**src/rtl/fir_fadd_pkg.sv**
```systemverilog
// Shared arithmetic for the final-addition stage.
// Assumes all widths stay below 63 bits so that 64-bit integer math is exact.
package fir_fadd_pkg;

    // Total constant added in the final stage, reduced modulo 2^dw.
    function automatic logic [63:0] fin_const(input int taps, input int aw, input int bw,
                                              input int drop, input int keep, input int dw);
        longint unsigned sign_t, corr_t, rnd_t, num, mask;
        sign_t = longint'(taps) * ((64'd1 << (aw + bw - 1)) + (64'd1 << (bw - 1)) + (64'd1 << (aw - 1)));
        if (drop > 0) begin
            // scaled average error, numerator over 2^(drop+2), rounded once
            num    = longint'(taps) * longint'(drop - 1) * (64'd1 << drop) + longint'(taps);
            corr_t = ((num + (64'd1 << (drop + 1))) >> (drop + 2)) << drop;
        end else begin
            corr_t = 64'd0;
        end
        rnd_t = (drop + keep > 0) ? (64'd1 << (drop + keep - 1)) : 64'd0;
        mask  = (64'd1 << dw) - 64'd1;
        return (sign_t + corr_t + rnd_t) & mask;
    endfunction

endpackage

```
**src/rtl/fadd_const_cell.sv**
```systemverilog
// One column of the constant-injection row.
// PLUS_ONE = 0: half adder. PLUS_ONE = 1: adds a + b + 1.
module fadd_const_cell #(
    parameter bit PLUS_ONE = 1'b0
) (
    input  logic a,
    input  logic b,
    output logic s,
    output logic co
);
    generate
        if (PLUS_ONE) begin : g_plus1
            // a + b + 1 = 2*(a|b) + ~(a^b)
            assign s  = ~(a ^ b);
            assign co = a | b;
        end else begin : g_half
            // plain half adder
            assign s  = a ^ b;
            assign co = a & b;
        end
    endgenerate
endmodule

```
**src/rtl/fadd_const_csa.sv**
```systemverilog
// Row of constant-injection cells that reduces (a, b, CONST_VEC) to two rows.
// The carry out of the top column is dropped (modulo 2^DW).
module fadd_const_csa #(
    parameter int            DW        = 14,
    parameter logic [DW-1:0] CONST_VEC = '0
) (
    input  logic [DW-1:0] a,
    input  logic [DW-1:0] b,
    output logic [DW-1:0] row_s,
    output logic [DW-1:0] row_c
);
    assign row_c[0] = 1'b0;

    generate
        for (genvar i = 0; i < DW; i++) begin : g_col
            if (i < DW - 1) begin : g_full
                fadd_const_cell #(.PLUS_ONE(CONST_VEC[i])) i_cell (
                    .a (a[i]),
                    .b (b[i]),
                    .s (row_s[i]),
                    .co(row_c[i+1])
                );
            end else begin : g_top
                // top column: only the sum bit survives the modulus
                assign row_s[i] = CONST_VEC[i] ? ~(a[i] ^ b[i]) : (a[i] ^ b[i]);
            end
        end
    endgenerate
endmodule

```
**src/rtl/fadd_ripple_cpa.sv**
```systemverilog
// Ripple-carry adder, result modulo 2^DW; runs once per sample (multicycle).
module fadd_ripple_cpa #(
    parameter int DW = 14
) (
    input  logic [DW-1:0] x,
    input  logic [DW-1:0] y,
    output logic [DW-1:0] sum
);
    logic [DW-1:0] cy;
    assign cy[0] = 1'b0;

    generate
        for (genvar i = 0; i < DW; i++) begin : g_bit
            assign sum[i] = x[i] ^ y[i] ^ cy[i];
            if (i < DW - 1) begin : g_carry
                // majority carry into the next bit
                assign cy[i+1] = (x[i] & y[i]) | (cy[i] & (x[i] ^ y[i]));
            end
        end
    endgenerate
endmodule

```
**src/rtl/fir_const_final_adder.sv**
```systemverilog
// Final-addition stage: injects the elaborated constant into a carry-save
// pair, resolves it with a ripple adder and registers the rounded output.
// Assumes the inputs stay stable for the multicycle window before load_out.
module fir_const_final_adder #(
    parameter int TAPS      = 4,
    parameter int A_W       = 6,
    parameter int B_W       = 6,
    parameter int DROP_COLS = 3,
    parameter int KEEP_COLS = 2,
    parameter int OUT_W     = 9,
    localparam int DW       = OUT_W + DROP_COLS + KEEP_COLS
) (
    input  logic             clk,
    input  logic             rst_n,
    input  logic [DW-1:0]    acc_sum,
    input  logic [DW-1:0]    acc_carry,
    input  logic             load_out,
    output logic [OUT_W-1:0] y_out
);
    import fir_fadd_pkg::*;

    localparam int          LSB    = DROP_COLS + KEEP_COLS;
    localparam logic [63:0] CTOTAL = fin_const(TAPS, A_W, B_W, DROP_COLS, KEEP_COLS, DW);

    logic [DW-1:0] scsa_s;
    logic [DW-1:0] scsa_c;
    logic [DW-1:0] cpa_sum;

    fadd_const_csa #(.DW(DW), .CONST_VEC(CTOTAL[DW-1:0])) i_csa (
        .a    (acc_sum),
        .b    (acc_carry),
        .row_s(scsa_s),
        .row_c(scsa_c)
    );

    fadd_ripple_cpa #(.DW(DW)) i_cpa (
        .x  (scsa_s),
        .y  (scsa_c),
        .sum(cpa_sum)
    );

    // output register: capture rounded high part on load, else hold
    always_ff @(posedge clk) begin
        if (!rst_n)        y_out <= '0;
        else if (load_out) y_out <= cpa_sum[DW-1:LSB];
    end
endmodule

```
**config.mk**
```make
export PLATFORM = sky130hd
export DESIGN_NAME = fir_const_final_adder
export DESIGN_NICKNAME = d
export VERILOG_FILES = /design/src/rtl/fir_fadd_pkg.sv /design/src/rtl/fadd_const_cell.sv /design/src/rtl/fadd_const_csa.sv /design/src/rtl/fadd_ripple_cpa.sv /design/src/rtl/fir_const_final_adder.sv
export SDC_FILE = /design/constraint.sdc
export NUM_CORES = 1
export LEC_CHECK = 0
export ABC_AREA = 1
export BUFFER_PORTS_ARGS = -buffer_cell sky130_fd_sc_hd__buf_2
export CAP_MARGIN = 15
export CORE_MARGIN = 2
export CORE_UTILIZATION = 45
export CTS_BUF_LIST = sky130_fd_sc_hd__clkbuf_8 sky130_fd_sc_hd__clkbuf_16
export DETAILED_ROUTE_END_ITERATION = 10
export PLACE_DENSITY = 0.78
export SLEW_MARGIN = 20
export SYNTH_ARGS = -nofsm -noshare
export SYNTH_HDL_FRONTEND = slang
export SYNTH_SLANG_ARGS = --single-unit
```
**constraint.sdc**
```tcl
create_clock -name clk -period 7.95 [get_ports clk]
set_clock_uncertainty 0.15 [all_clocks]
set_input_delay 1.59 -clock clk [delete_from_list [all_inputs] [get_ports clk]]
set_output_delay 1.59 -clock clk [all_outputs]
set_load 0.01 [all_outputs]
```
==> metrics list <==
- The run finished with clean final reports.
* Number of standard-cell rows in the floorplan: 15
- Maxcap violations: 0
- Delay contributed by the slowest stage of the critical path: 0.40 ns
- The total count of hold-check failures in the final report came to 0.
- Startpoint type of the worst setup path: primary input
* Antenna fix cells: 0
- Setup repair after global routing missed its margin: no
- IO Pins: 40
* Nets in the synthesized netlist: 154
- For the worst setup path, the data required time is 7.93 ns.
- Number of clock buffers inserted by TritonCTS: 3
* Vertical die dimension: 46.7 microns
- Initial detailed-routing violation count: 5
- The total area inside the core boundary comes to 1730 sq um.
- Synth Area in XOR/XNOR: 0.0107
* Adder-cell area share of the yosys netlist: 0.424
- For this run, the register share of the synthesized area comes to 0.220.
- Die area: 2180 sq um
- Length of the first detailed-routing pass in iterations: 4
- Setup violations remaining at the end of the flow were counted as 0.
- The root buffer cell chosen for the clock tree is sky130_fd_sc_hd__clkbuf_8.
* Final total negative setup slack: 0 ns
* Worst flop-to-flop path startpoint: y_out[2]$_SDFFE_PN0P_
* Register containing the most flip-flops in the final layout: y_out
* Die extent in x: 46.7 microns
- P_sw: 0.0488 mW
* Peak supply drop: 75.2 uV
- Final worst path period share: 0.693
* Maximum fanout along the worst path: 2
- Avg Cell Area, Syn: 8.21 sq um
- For this design, the sink count on the clock tree is 9.
- Maximum buffer depth of the clock tree: 2
- Routability-driven placement finished with a final weighted congestion of 0.707.
* Count of buffers added by post-CTS timing repair for setup: 0
- Register clock-pin slew on the reported worst setup and hold paths: 0.05 ns
* Multiplexer share of the synthesized area: 0
- Once detailed placement completed, the half-perimeter wirelength came to 1270 microns.
* Number of remaining DRC errors: 0
- Once detail routing completed, the nets flagged for antenna violations numbered 0.
- At the worst endpoint, the arrival time is 5.49 ns.
* Layout net count: 197
* Buffer and inverter count on the worst path: 7
- Entering global routing, the biggest net connects 16 pins.
- Layout Utilization: 0.626
- Final worst path period need: 5.51 ns
- Dividing the detail-routed wire length by the instance count gives 8.75 microns.
* Most used cell, CP: sky130_fd_sc_hd__nand2_1
- Headroom to the max-slew limit came out at 0.842.
- Port Buffers: 39
* Endpoint of the lowest-slack register-to-register path: y_out[2]$_SDFFE_PN0P_
* Largest area contributor in the netlist: sky130_fd_sc_hd__ha_1
* Post-Synthesis Cell Area: 821 sq um
- Cell variety after synth: 14
* Resize count post-CTS: 0
* Area added between synthesis and finish: 31.7%
- Max FFs per register: 9
* Detailed-route wire length: 1460 microns
* Power share of the sequential group: 0.335
* Endpoint type of the worst setup path: flop
* Highest clock rate: 182 MHz
- Of the total power, the clock network draws 0.328.
- The synthesized design contains 9 register bits.
- Worst min-delay path category: flop to flop
- Dividing the detail-routed via count by the number of cells gives 4.26.
- Synth Area in Compound Gates: 0.0930
- Global routing finished with a remaining overflow of 0.
- The first global-routing pass estimated 2360 microns of wire.
- Proportion of layout cells with a drive suffix above 1: 0.303
- Cell count after synthesis: 100
- Of the total synthesized cell area, the portion taken by AND, OR, NAND and NOR gates is 0.111.
* TritonCTS clock tree: built
- CP max stage cell: sky130_fd_sc_hd__fa_1
- The largest registers in the layout are y_out (9).
* Main area contributors after synthesis: sky130_fd_sc_hd__ha_1, sky130_fd_sc_hd__dfxtp_1, sky130_fd_sc_hd__fa_1
* Area fraction of the dominant cell type after synthesis: 0.229
* Cell family contributing the most delay on the critical path: adder cells
- Count of synthesis-stage warnings from yosys: 0
- Hold repair after CTS inserted 0 buffers.
- Of the total power, combinational logic draws 0.337.
* PwrDens: 147 nW/um^2
- The final route contains 711 vias.
- Across every metal layer, demand over resource in global routing totals 0.155.
- The count of pins over their slew limit was 0.
- Worst-case register-to-register setup slack: 7.15 ns
- Initial Utilization: 0.475
- Depth of the worst register-to-register path: 2
- The startpoint identified for the worst hold timing path is y_out[1]$_SDFFE_PN0P_.
* Worst Tran Pin Value: 0.237 ns
- In this run the number of H-tree levels came out at 1.
* Initial antenna violation count: 0
- The internal portion of the total power is 0.110 mW.
* Terminating pin of the worst hold path: y_out[1]$_SDFFE_PN0P_
- The worst hold path was traced through 2 stages.
* Vias in the first global route: 602
* Leak: 0.649 nW
* Source-to-sink clock delay at the later pin of the worst-skew pair: 0.23 ns
- Hold is met by 0.330 ns.
- Worst Path Class, Setup: primary input to flop
* Largest family of logic cells by synthesized area: adder cells
* Sw Ratio: 0.308
cells in the mapped netlist, drive strengths merged:
cell,n
fa,8
o21ai,9
nand3,1
buf,1
inv,28
dfxtp,9
o21a,1
nand2,13
a21oi,4
ha,15
nor2,10
xnor2,1
power by group through the flow:
| stage | registers [mW] | logic [mW] | clock network (mW) |
|---|---|---|---|
| after floorplan | 0.0565 | 0.0315 | 0 |
| after global placement | 0.0538 | 0.0518 | 0 |
| after detailed placement | 0.0541 | 0.0537 | 0 |
| after CTS | 0.0532 | 0.0544 | 0.0538 |
| after global routing | 0.0537 | 0.0636 | 0.0565 |
| final | 0.0531 | 0.0534 | 0.0520 |
cell families after synthesis:
group                    Yosys count
buffers and inverters             29
adder cells (fa/ha/maj)           23
flip-flops                         9
AO/OA/AOI/OAI                     14
XOR/XNOR                           1
AND/OR/NAND/NOR                   24
worst register-to-register path, stage by stage, from the launching register on:
cell	delay [ns]
sky130_fd_sc_hd__dfxtp_1	0.30
sky130_fd_sc_hd__o21ai_0	0.17
sky130_fd_sc_hd__a21oi_1	0.06
worst max path at each step:
stage | start | endpoint | slack (ns) | cells after the start
CTS | acc_sum[2] | y_out[8]$_SDFFE_PN0P_ | 2.44 | 28
detailed placement | acc_sum[2] | y_out[8]$_SDFFE_PN0P_ | 2.20 | 28
global placement | acc_sum[2] | y_out[8]$_SDFFE_PN0P_ | 2.29 | 28
finish | acc_sum[2] | y_out[8]$_SDFFE_PN0P_ | 2.44 | 28
global route | acc_sum[2] | y_out[8]$_SDFFE_PN0P_ | 2.11 | 28
floorplan | acc_sum[2] | y_out[8]$_SDFFE_PN0P_ | 2.57 | 27
placed cells by master, fill, tap and decap left out:
cell	count
sky130_fd_sc_hd__buf_2	39
sky130_fd_sc_hd__inv_1	29
sky130_fd_sc_hd__ha_1	15
sky130_fd_sc_hd__nand2_1	13
sky130_fd_sc_hd__nor2_1	10
sky130_fd_sc_hd__dfxtp_1	9
sky130_fd_sc_hd__fa_1	8
sky130_fd_sc_hd__o21ai_0	4
sky130_fd_sc_hd__o21ai_1	4
sky130_fd_sc_hd__a21oi_1	4
sky130_fd_sc_hd__clkbuf_8	3
sky130_fd_sc_hd__xnor2_1	1
sky130_fd_sc_hd__nand3_1	1
sky130_fd_sc_hd__o21a_1	1
sky130_fd_sc_hd__o21ai_2	1
layout make-up:
class,count,area [sq um]
Clock buffer,3,41.3
Inverter,28,105
Multi-Input combinational cell,62,524
Timing Repair Buffer,39,195
Tap cell,25,31.3
Sequential cell,9,180
Clock inverter,1,3.75
Fill cell,166,646
per-layer routing:
layer	up-vias	track usage	routed length [microns]
met4	0	0.0833	31
li1	386	-	-
met2	20	0.275	787
met3	4	0.0235	73
met1	301	0.179	568
met5	-	0	0
stage by stage:
step                total power, mW  setup slack, ns  area [sq um]  std cells
finish                        0.159             2.44          1080        167
floorplan                    0.0880             2.57           821        100
detailed placement            0.108             2.20          1040        163
global placement              0.106             2.29          1040        163
CTS                           0.161             2.44          1080        167
global route                  0.174             2.11          1080        167
(Power assumes the default switching activity.)
